`src/rtl/fts_pkg.sv`:
```
package fts_pkg;

  localparam int STATE_W = 3;

  typedef enum logic [STATE_W-1:0] {
    THR_RUN        = 3'd0,
    THR_FILL_DONE  = 3'd1,
    THR_IDLE       = 3'd2,
    THR_BLOCKED    = 3'd3,
    THR_SQUASH     = 3'd4,
    THR_MEM_WAIT   = 3'd5,
    THR_RETRY_WAIT = 3'd6,
    THR_TRAP       = 3'd7
  } thr_state_e;

  // the three states from which fetch may proceed
  function automatic logic can_fetch(input logic [STATE_W-1:0] code);
    return (code == THR_RUN) || (code == THR_FILL_DONE) || (code == THR_IDLE);
  endfunction

endpackage

```
`src/rtl/fts_elig.sv`:
```
module fts_elig #(
  parameter int NUM_THREADS = 4
) (
  input  logic [NUM_THREADS*fts_pkg::STATE_W-1:0] thr_state,
  input  logic [NUM_THREADS-1:0]                  thr_active,
  output logic [NUM_THREADS-1:0]                  elig
);
  localparam int SW = fts_pkg::STATE_W;

  for (genvar g = 0; g < NUM_THREADS; g++) begin : g_thr

    assign elig[g] = thr_active[g] && fts_pkg::can_fetch(thr_state[g*SW +: SW]);
  end
endmodule

```
`src/rtl/fts_order_list.sv`:
```
module fts_order_list #(
  parameter int NUM_THREADS = 4,
  parameter int TID_W       = 2
) (
  input  logic                         clk,
  input  logic                         rst_n,
  input  logic                         upd,
  input  logic [TID_W-1:0]             upd_pos,
  output logic [NUM_THREADS*TID_W-1:0] order_flat
);
  logic [TID_W-1:0] slot   [NUM_THREADS];
  logic [TID_W-1:0] slot_n [NUM_THREADS];
  logic [TID_W-1:0] moved;

  assign moved = slot[upd_pos];

  // slots at and after the granted position shift toward the head,
  // and the granted thread lands on the tail
  always_comb begin
    for (int i = 0; i < NUM_THREADS; i++) begin
      slot_n[i] = slot[i];
      if (upd && (i >= int'(upd_pos))) begin
        if (i == NUM_THREADS - 1) slot_n[i] = moved;
        else                      slot_n[i] = slot[(i + 1) % NUM_THREADS];
      end
    end
  end

  always_ff @(posedge clk or negedge rst_n) begin
    if (!rst_n) begin
      for (int i = 0; i < NUM_THREADS; i++) slot[i] <= TID_W'(i);
    end else begin
      for (int i = 0; i < NUM_THREADS; i++) slot[i] <= slot_n[i];
    end
  end

  for (genvar g = 0; g < NUM_THREADS; g++) begin : g_flat
    assign order_flat[g*TID_W +: TID_W] = slot[g];
  end
endmodule

```
`src/rtl/fts_rr_scan.sv`:
```
module fts_rr_scan #(
  parameter int NUM_THREADS = 4,
  parameter int TID_W       = 2
) (
  input  logic [NUM_THREADS*TID_W-1:0] order_flat,
  input  logic [NUM_THREADS-1:0]       elig,
  output logic                         hit,
  output logic [TID_W-1:0]             hit_pos,
  output logic [TID_W-1:0]             hit_tid
);
  // walk from the head, take the first eligible entry
  always_comb begin
    hit     = 1'b0;
    hit_pos = '0;
    hit_tid = '0;
    for (int i = 0; i < NUM_THREADS; i++) begin
      if (!hit && elig[order_flat[i*TID_W +: TID_W]]) begin
        hit     = 1'b1;
        hit_pos = TID_W'(i);
        hit_tid = order_flat[i*TID_W +: TID_W];
      end
    end
  end
endmodule

```
`src/rtl/fts_single_pick.sv`:
```
module fts_single_pick #(
  parameter int NUM_THREADS = 4,
  parameter int TID_W       = 2
) (
  input  logic [NUM_THREADS-1:0] thr_active,
  input  logic [NUM_THREADS-1:0] elig,
  output logic                   hit,
  output logic [TID_W-1:0]       hit_tid
);
  logic             found;
  logic [TID_W-1:0] first;

  // the lowest-numbered active thread is the only candidate
  always_comb begin
    found = 1'b0;
    first = '0;
    for (int i = 0; i < NUM_THREADS; i++) begin
      if (!found && thr_active[i]) begin
        found = 1'b1;
        first = TID_W'(i);
      end
    end
  end

  assign hit     = found && elig[first];
  assign hit_tid = first;
endmodule

```
`src/rtl/fetch_thread_picker.sv`:
```
module fetch_thread_picker #(
  parameter int NUM_THREADS = 4,
  localparam int SW    = fts_pkg::STATE_W,
  localparam int TID_W = (NUM_THREADS > 1) ? $clog2(NUM_THREADS) : 1
) (
  input  logic                      clk,
  input  logic                      rst_n,
  input  logic                      mode_rr,
  input  logic [NUM_THREADS*SW-1:0] thr_state,
  input  logic [NUM_THREADS-1:0]    thr_active,
  input  logic                      drain_hold,
  output logic                      pick_valid,
  output logic [TID_W-1:0]          pick_tid,
  input  logic                      pick_ready
);
  localparam bit MULTI = (NUM_THREADS > 1);

  logic [NUM_THREADS-1:0]       elig;
  logic [NUM_THREADS*TID_W-1:0] order_flat;
  logic                         rr_hit, st_hit, rr_eff, accept_rr;
  logic [TID_W-1:0]             rr_pos, rr_tid, st_tid;

  fts_elig #(.NUM_THREADS(NUM_THREADS)) u_elig (
    .thr_state (thr_state),
    .thr_active(thr_active),
    .elig      (elig)
  );

  fts_order_list #(.NUM_THREADS(NUM_THREADS), .TID_W(TID_W)) u_order (
    .clk       (clk),
    .rst_n     (rst_n),
    .upd       (accept_rr),
    .upd_pos   (rr_pos),
    .order_flat(order_flat)
  );

  fts_rr_scan #(.NUM_THREADS(NUM_THREADS), .TID_W(TID_W)) u_scan (
    .order_flat(order_flat),
    .elig      (elig),
    .hit       (rr_hit),
    .hit_pos   (rr_pos),
    .hit_tid   (rr_tid)
  );

  fts_single_pick #(.NUM_THREADS(NUM_THREADS), .TID_W(TID_W)) u_single (
    .thr_active(thr_active),
    .elig      (elig),
    .hit       (st_hit),
    .hit_tid   (st_tid)
  );

  // a lone thread always follows the single-mode rule
  assign rr_eff = MULTI && mode_rr;

  // drain suppresses the offer; R6: tid forced to 0 when nothing offered
  assign pick_valid = !drain_hold && (rr_eff ? rr_hit : st_hit);
  assign pick_tid   = pick_valid ? (rr_eff ? rr_tid : st_tid) : '0;

  // only an accepted round-robin grant rotates the list
  assign accept_rr = pick_valid && pick_ready && rr_eff;
endmodule

```
`config.mk`:
```
export PLATFORM = sky130hd
export DESIGN_NAME = fetch_thread_picker
export DESIGN_NICKNAME = d
export VERILOG_FILES = /design/src/rtl/fts_pkg.sv /design/src/rtl/fts_elig.sv /design/src/rtl/fts_order_list.sv /design/src/rtl/fts_rr_scan.sv /design/src/rtl/fts_single_pick.sv /design/src/rtl/fetch_thread_picker.sv
export SDC_FILE = /design/constraint.sdc
export NUM_CORES = 1
export LEC_CHECK = 0
export BUFFER_PORTS_ARGS = -buffer_cell sky130_fd_sc_hd__buf_4
export CORE_MARGIN = 3
export CORE_UTILIZATION = 43
export CTS_CLUSTER_SIZE = 10
export DETAILED_ROUTE_END_ITERATION = 12
export PLACE_DENSITY_LB_ADDON = 0.25
export SYNTH_ARGS = -nofsm -noshare
export SYNTH_HDL_FRONTEND = slang
export SYNTH_SLANG_ARGS = --single-unit
```
`constraint.sdc`:
```
create_clock -name clk -period 2.8 [get_ports clk]
set_input_delay 0.28 -clock clk [delete_from_list [all_inputs] [get_ports clk]]
set_output_delay 0.28 -clock clk [all_outputs]
set_load 0.005 [all_outputs]
```
==> results.yml, run 1 <==
drt:
  drt_iter0_markers: 11
  drtPass1Iterations: 4
  drtAntennaViolNets: 0
  drc: 0
  via_per_inst: 5.610
  wl_per_cell_um: 13.97
  drt-total-wl_um: 1970
  vias: 791
floorplanning:
  die_w_um: 49.89
  num_rows: 15
  die_h_um: 49.89
  start_util_pct: 46.95
  core_mm2: 0.001764
  die-area_mm2: 0.002489
  io-pin-count: 24
clock_tree:
  postCtsResizedCells: 0
  clk_path_buf_depth: 2
  cts_tree: "yes"
  clock_sinks: 8
  path_clk_slew_ns: 0.05
  root_buffer: "clkbuf_4"
  clock_latency_ns: 0.25
  cts.htree.levels: 1
  numCtsBuffers: 3
synth:
  postSynthAreaPerCell_um2: 9.307
  synthFlopType: "dfstp_2"
  synth_seq_area_share_pct: 24.77
  synth_top_area_cell: "dfstp_2"
  synth.distinct_cells: 35
  synth_area_leaders: "dfstp_2, dfrtp_1, mux4_2"
  synthCells: 89
  synth-edff-count: 0
  ys_top_cells_by_count: "nand2_1, inv_1, o21ai_0, mux2i_1"
  synth_most_common_cell: "nand2_1"
  yosysTopAreaCellShare_pct: 12.69
  syn_area_um2: 828.3
  synth_nets: 110
  synth-seq-cells: 8
  yosysWarnings: 0
  async_flop_share_pct: 100.0
sta:
  fin_skew_ns: 0.003246
  period_needed_ns: 2.579
  hold_viol: 0
  setup_slack_ns: 0.2210
  rsz0062_at_grt: "false"
  fmaxAchievable_mhz: 387.7
  fin_crit_sh_pct: 92.11
  drv_slew: 0
  slew_headroom_pct: 63.80
  setup_tns_ns: 0
  worst_slew_pin_slew_ns: 0.5419
  setup_viol: 0
job:
  cap_violations: 0
global_routing:
  grt_pass1_wl_um: 3394
  grt_start_max_net_pins: 10
  antenna_found_initial: 0
  grt-ovfl-total: 0
  grt_pass1_vias: 789
  grt_use_total_pct: 17.77
setup_path:
  worstPathArrival_ns: 2.30
  critPathMaxStageDelay_ns: 0.57
  r2r-end: "u_order.order_flat[4]"
  crit_start: "u_order.order_flat[2]"
  crit_path_start_kind: "flip-flop"
  endpoint: "pick_tid[0]"
  r2r_setup_slack_ns: 0.82
  cp.depth: 5
  critPathTopFamily: "multiplexers"
  path_class: "flip-flop to output pin"
  crit_buf_inv: 1
  rr_startpoint: "u_order.order_flat[1]"
  cp_cell_sequence: "mux4_2 > or3_4 > o31ai_4 > nor3_1 > buf_4"
  endpoint_kind: "output pin"
  critPathRequiredTime_ns: 2.52
  crit_path_top_delay_cell: "mux4_2"
  ff2ff_path_depth: 4
  worst-path-max-fanout: 4
placed_design:
  port-buffer-count: 23
  hpwl_um: 1645
  dp.cells: 135
  place_area_mm2: 0.001021
  gp_congestion: 0.8772
  post-place-ws_ns: 0.3531
layout:
  drive_above_1_share_pct: 38.79
  diodes: 0
  area_growth_pct: 28.55
  post-route-util_pct: 60.35
  nNetsFinal: 138
  final_cells: 141
  design_area_mm2: 0.001065
  fill_cells: 163
worst_hold_path:
  holdCritPathClass: "input port to asynchronous set/reset pin"
power:
  power.density_mw_per_mm2: 681.2
  ir_worst_vdd_mv: 0.4327
  p_leak_nw: 0.4448
run_status:
  status: "completed"
## logic make-up after synthesis
kind of cell    count (synthesis)  share of synthesized area [%]
compound gates                 28                          26.44
buf+inv                        10                          5.439
flops                           8                          24.77
mux                            14                          23.57
simple gates                   29                          19.79
## metrics by stage
stage / hold slack (ns) / total power (W)
after floorplan: -0.01559 / 0.0005212
after global placement: 0.09920 / 0.0006085
after detailed placement: 0.1029 / 0.0006225
after CTS: 0.3675 / 0.0007224
after global routing: 0.3838 / 0.0007823
final: 0.3756 / 0.0007254
## area by class of cell
type | count | area (um2) | share of cell area [%]
Multi-Input combinational cell | 71 | 578.1 | 54.29
Sequential cell | 8 | 205.2 | 19.27
Timing Repair Buffer | 26 | 197.7 | 18.57
Tap cell | 25 | 31.28 | 2.938
Clock buffer | 4 | 26.28 | 2.468
Inverter | 7 | 26.28 | 2.468
## power by group
part	leakage [nW]	internal (W)	total, W	switching, W
combinational	0.337	0.000189	0.000357	0.000169
sequential	0.0927	0.000190	0.000274	0.0000843
clock	0.0150	0.0000545	0.0000938	0.0000393
total	0.445	0.000433	0.000725	0.000292
## worst reg2reg max path: stages, from the launching register on
cell and delay [ns]:
dfrtp_1 0.44, inv_1 0.16, mux4_2 0.61, o31ai_4 0.30, mux2_1 0.35
## timing repair
action	4_1_cts	5_1_grt
endpoints found under the hold margin	4	0
setup buffers	0	1
hold buffers	1	0
endpoints found under the setup margin	0	2
## per-layer routing
layer	track usage, %	routed length [um]
met5	0	0
met4	2.765	0
met3	5.740	94
met2	31.72	1005
met1	20.86	870
## layout by cell type, fill, tap and decap left out, types with 3 or more instances in the layout
cell | Yosys | layout
clkbuf_4 | 0 | 3
a21oi_1 | 4 | 4
mux4_2 | 4 | 4
nor3_1 | 3 | 3
dfstp_2 | 4 | 4
o21ai_0 | 7 | 7
nand2_1 | 10 | 10
nand2b_1 | 4 | 4
dfrtp_1 | 4 | 4
mux2i_1 | 6 | 6
buf_4 | 0 | 25
mux2_2 | 3 | 3
inv_1 | 7 | 7
nor2_1 | 4 | 4
## worst min-delay path by stage
| stage | startpoint | endpoint | slack, ns | cells past startpoint |
|---|---|---|---|---|
| after floorplan | rst_n | u_order.order_flat[0] | -0.02 | 0 |
| after global placement | rst_n | u_order.order_flat[4] | 0.1 | 1 |
| after detailed placement | rst_n | u_order.order_flat[4] | 0.10 | 1 |
| after CTS | rst_n | u_order.order_flat[3] | 0.37 | 2 |
| after global routing | rst_n | u_order.order_flat[3] | 0.38 | 2 |
| final | rst_n | u_order.order_flat[3] | 0.38 | 2 |
No activity file was read; power rests on OpenSTA's default activity.
==> inputs of run 2 (changes only) <==
GPL_TIMING_DRIVEN = 0   (was unset)
PLACE_DENSITY_LB_ADDON = 0.1   (was 0.25)
==> run 2 against run 1 <==
Compared with the run above:
- clock skew increased by 0.0048 ns
- sequential power down 5%
- clock power rose by 2%
- worst setup slack got worse by 0.0043 ns
- register-to-register slack got worse by 0.04 ns
==> results.yml, run 2 (synthesis results as in run 1) <==
drt:
  via_per_inst: 5.676
  drc: 0
  wl_per_cell_um: 14.69
  drt_iter0_markers: 35
  drtAntennaViolNets: 0
  vias: 806
  drt-total-wl_um: 2086
  drtPass1Iterations: 4
sta:
  worst_slew_pin_slew_ns: 0.8456
  slew_headroom_pct: 43.29
  setup_viol: 0
  setup_tns_ns: 0
  period_needed_ns: 2.583
  hold_viol: 0
  rsz0062_at_grt: "false"
  setup_slack_ns: 0.2167
  fin_skew_ns: 0.008056
  fin_crit_sh_pct: 92.26
  drv_slew: 0
  fmaxAchievable_mhz: 387.1
floorplanning:
  die_w_um: 49.89
  start_util_pct: 46.95
  die_h_um: 49.89
  num_rows: 15
  io-pin-count: 24
  die-area_mm2: 0.002489
  core_mm2: 0.001764
setup_path:
  rr_startpoint: "u_order.order_flat[1]"
  r2r_setup_slack_ns: 0.78
  endpoint_kind: "output pin"
  cp.depth: 5
  critPathMaxStageDelay_ns: 0.57
  cp_cell_sequence: "mux4_2 > or3_4 > o31ai_4 > nor3_1 > buf_4"
  critPathTopFamily: "multiplexers"
  crit_buf_inv: 1
  ff2ff_path_depth: 4
  worst-path-max-fanout: 4
  path_class: "flip-flop to output pin"
  crit_start: "u_order.order_flat[2]"
  r2r-end: "u_order.order_flat[4]"
  worstPathArrival_ns: 2.30
  crit_path_start_kind: "flip-flop"
  critPathRequiredTime_ns: 2.52
  endpoint: "pick_tid[0]"
  crit_path_top_delay_cell: "mux4_2"
global_routing:
  grt-ovfl-total: 0
  grt_pass1_wl_um: 3401
  grt_pass1_vias: 730
  grt_use_total_pct: 17.61
  grt_start_max_net_pins: 10
  antenna_found_initial: 0
layout:
  final_cell_mix: "buf_4, nand2_1, inv_1, o21ai_0, mux2i_1"
  design_area_mm2: 0.001072
  area_growth_pct: 29.46
  diodes: 0
  final_cells: 142
  multi_input_area_um2: 578.1
  fill_cells: 181
  ff_latch_area_um2: 205.2
  drive_above_1_share_pct: 38.46
  nNetsFinal: 139
  layout_commonest_cell: "buf_4"
placed_design:
  dp.cells: 137
  gp_congestion: 0.7871
  post-place-ws_ns: 0.08074
  hpwl_um: 1659
  port-buffer-count: 23
  place_area_mm2: 0.001032
clock_tree:
  clock_latency_ns: 0.26
  cts_tree: "yes"
  clk_path_buf_depth: 2
  cts.htree.levels: 1
  clock_sinks: 8
  numCtsBuffers: 3
  root_buffer: "clkbuf_4"
  path_clk_slew_ns: 0.06
power:
  p_leak_nw: 0.4469
  total_power_w: 0.0007330
  ir_worst_vdd_mv: 0.5015
  power.density_mw_per_mm2: 683.6
worst_hold_path:
  holdCritPathClass: "input port to asynchronous set/reset pin"
job:
  cap_violations: 0
run_status:
  status: "completed"
run 2: changes by cell type in the layout (fill, tap and decap cells not counted):
cell / delta
buf_4: -1
buf_6: +1
clkbuf_1: +1
run 2: metrics by stage:
step                util (%)  hold WS (ns)
floorplan                  -      -0.01559
global placement       58.51       0.09875
detailed placement     58.51        0.1037
CTS                    60.35        0.3691
global route           60.78        0.3950
finish                 60.78        0.3771
run 2: where the power goes:
| group | internal (W) | total [W] | switching (W) |
|---|---|---|---|
| sequential | 0.000190 | 0.000261 | 0.0000710 |
| combinational | 0.000192 | 0.000376 | 0.000185 |
| clock | 0.0000546 | 0.0000958 | 0.0000412 |
run 2: final cells by class:
type | instances | share of cell area, %
Buffer | 2 | 1.400
Clock buffer | 4 | 2.450
Inverter | 7 | 2.450
Multi-Input combinational cell | 71 | 53.91
Sequential cell | 8 | 19.14
Tap cell | 25 | 2.917
Timing Repair Buffer | 25 | 17.74
run 2: layer usage:
| metal | up-vias | share of wire (%) | GRT usage, % | wire [um] |
|---|---|---|---|---|
| li1 | 395 | - | - | - |
| met1 | 393 | 44 | 23.55 | 923 |
| met2 | 18 | 51 | 28.63 | 1067 |
| met3 | 0 | 4.5 | 5.740 | 94 |
| met4 | 0 | 0 | 1.382 | 0 |
| met5 | - | 0 | 0 | 0 |
run 2: repair_timing:
action / 4_1_cts / 5_1_grt
setup endpoints to repair: 3 / 2
buffers inserted: 0 / 1
hold buffers: 1 / 0
hold endpoints to repair: 4 / 0
resized for setup: 0 / 0
run 2: worst min-delay path by stage:
stage | end | slack (ns) | start | cells after the start
after floorplan | u_order.order_flat[0] | -0.02 | rst_n | 0
after global placement | u_order.order_flat[4] | 0.1 | rst_n | 1
after detailed placement | u_order.order_flat[4] | 0.10 | rst_n | 1
after CTS | u_order.order_flat[3] | 0.37 | rst_n | 2
after global routing | u_order.order_flat[0] | 0.39 | rst_n | 2
final | u_order.order_flat[0] | 0.38 | rst_n | 2
==> inputs of run 3 (changes only) <==
SETUP_SLACK_MARGIN = 0.05   (was unset)
SYNTH_HIERARCHICAL = 1   (was unset)
==> run 3 against run 2 <==
Compared with the run above:
- via count down 3.1%
- sequential power up 16%
- final cell count down 4.9%
- wire length down 7.4%
- critical path depth up 1
- hold slack worse by 0.0049 ns
- die area up 3.3%
- cell area up 2.6%
- combinational power up 24%
- global-route usage down 1.4 points
==> results.yml, run 3 <==
run_status:
  status: "completed"
clock_tree:
  postCtsSetupRepairBufs: 0
  clock_sinks: 8
  root_buffer: "clkbuf_4"
  numCtsBuffers: 3
  path_clk_slew_ns: 0.05
  cts.htree.levels: 1
  cts_tree: "yes"
  clk_path_buf_depth: 2
  clock_latency_ns: 0.25
  postCtsResizedCells: 0
drt:
  vias: 781
  via_per_inst: 5.785
  drtPass1Iterations: 4
  drt-total-wl_um: 1931
  drc: 0
  drtAntennaViolNets: 0
  wl_per_cell_um: 14.30
  drt_iter0_markers: 17
synth:
  synth-seq-cells: 8
  postSynthAreaPerCell_um2: 10.48
  synth_seq_area_share_pct: 23.87
  async_flop_share_pct: 100.0
  ys_top_cells_by_count: "inv_1, a21oi_1, mux2_2, mux2i_1, nor2_1"
  synth_top_area_cell: "dfstp_2"
  syn_area_um2: 859.6
  synth_most_common_cell: "inv_1"
  yosysWarnings: 6
  synth-edff-count: 0
  synthCells: 82
  yosysTopAreaCellShare_pct: 12.23
  synth_nets: 103
  synthFlopType: "dfstp_2"
  synth.distinct_cells: 30
  synth_area_leaders: "dfstp_2, dfrtp_1, mux4_2"
placed_design:
  post-place-ws_ns: 0.1326
  gp_congestion: 0.7917
  hpwl_um: 1508
  port-buffer-count: 23
layout:
  nNetsFinal: 132
  drive_above_1_share_pct: 50.91
  multi_input_area_um2: 613.1
  diodes: 0
  final_cell_mix: "buf_4, inv_1, a21oi_1, mux2_2"
  fill_cells: 160
  ff_latch_area_um2: 205.2
  layout_commonest_cell: "buf_4"
  area_growth_pct: 27.95
worst_hold_path:
  holdCritPathClass: "input port to asynchronous set/reset pin"
sta:
  slew_headroom_pct: 66.17
  worst_slew_pin_slew_ns: 0.5065
  setup_slack_ns: 0.2253
  rsz0062_at_grt: "false"
  fin_skew_ns: 0.0004914
  setup_tns_ns: 0
  fin_crit_sh_pct: 91.95
  hold_viol: 0
  drv_slew: 0
  period_needed_ns: 2.575
  fmaxAchievable_mhz: 388.4
  setup_viol: 0
floorplanning:
  start_util_pct: 47.71
  io-pin-count: 24
  die_w_um: 50.71
  core_mm2: 0.001802
  die-area_mm2: 0.002572
  num_rows: 15
  die_h_um: 50.71
setup_path:
  worstPathArrival_ns: 2.29
  crit_path_top_delay_cell: "mux4_2"
  crit_buf_inv: 1
  critPathMaxStageDelay_ns: 0.61
  critPathRequiredTime_ns: 2.52
  path_class: "flip-flop to output pin"
  critPathTopFamily: "multiplexers"
  worst-path-max-fanout: 6
  crit_path_start_kind: "flip-flop"
  cp_cell_sequence: "mux4_2 > nor4b_4 > a221o_1 > nand3_1 > a21oi_1 > buf_4"
  endpoint_kind: "output pin"
power:
  power.density_mw_per_mm2: 784.8
  p_leak_nw: 0.4681
  ir_worst_vdd_mv: 0.5622
global_routing:
  grt_pass1_vias: 703
  grt_pass1_wl_um: 3194
  grt_start_max_net_pins: 9
  grt-ovfl-total: 0
  antenna_found_initial: 0
  grt_use_total_pct: 16.22
job:
  cap_violations: 0
==> run 3: repair_timing <==
| action | in CTS | in global routing |
|---|---|---|
| hold endpoints to repair | 4 | 0 |
| hold buffers | 1 | 0 |
| setup endpoints to repair | 0 | 0 |
==> run 3: path summary, 6_finish.rpt <==
check,from,endpoint,slack (ns),cells after the start
worst min register to register,flip-flop,flip-flop,0.51,2
worst min-delay path,rst_n,u_order/order_flat[4],0.37,2
worst max-delay path,u_order/order_flat[2],pick_tid[0],0.23,6
min in group clk,drain_hold,flip-flop,0.48,4
max in group asynchronous,rst_n,u_order/order_flat[2],2.22,2
worst max register to register,u_order/order_flat[2],u_order/order_flat[4],0.51,5
==> run 3: per-layer routing <==
metal	global-route usage (%)	wire length, um	vias up
li1	-	-	377
met1	22.55	898	382
met2	26.09	939	22
met3	3.561	94	0
met4	2.691	0	0
met5	0	0	-
==> run 3: kinds of logic after synthesis <==
kind of cell / share of synthesized area [%]
multiplexers: 27.66
AND/OR/NAND/NOR: 22.42
flip-flops: 23.87
buffers and inverters: 4.804
AO/OA/AOI/OAI: 21.25
==> run 3: cell type report <==
cell class / count / area share, %
plain buffers: 1 / 1.024
clock buffers: 4 / 2.389
repair buffers: 24 / 16.61
well taps: 25 / 2.844
multi-input cells: 65 / 55.75
flip-flops and latches: 8 / 18.66
inverters: 8 / 2.730
==> run 3: power by group <==
part	total, W	internal [W]	switching (W)
combinational	0.000467	0.000270	0.000197
clock	0.0000937	0.0000545	0.0000392
sequential	0.000303	0.000197	0.000105
==> run 3: worst register-to-register path: cells and delay by family, from the launching register on <==
family | cells | cell delay (ns)
flip-flops | 1 | 0.59
multiplexers | 2 | 0.91
AND/OR/NAND/NOR | 1 | 0.30
AO/OA/AOI/OAI | 2 | 0.38
==> run 3: metrics by stage <==
step / cell area, um2 / hold slack (ns) / power, W / instances / utilization, %
after floorplan: 859.6 / -0.01559 / 0.0006426 / 82 / -
after global placement: 1064 / 0.1012 / 0.0007565 / 130 / 59.03
after detailed placement: 1064 / 0.1008 / 0.0007645 / 130 / 59.03
after CTS: 1100 / 0.3616 / 0.0008644 / 135 / 61.04
after global routing: 1100 / 0.3831 / 0.0009281 / 135 / 61.04
final: 1100 / 0.3722 / 0.0008631 / 135 / 61.04
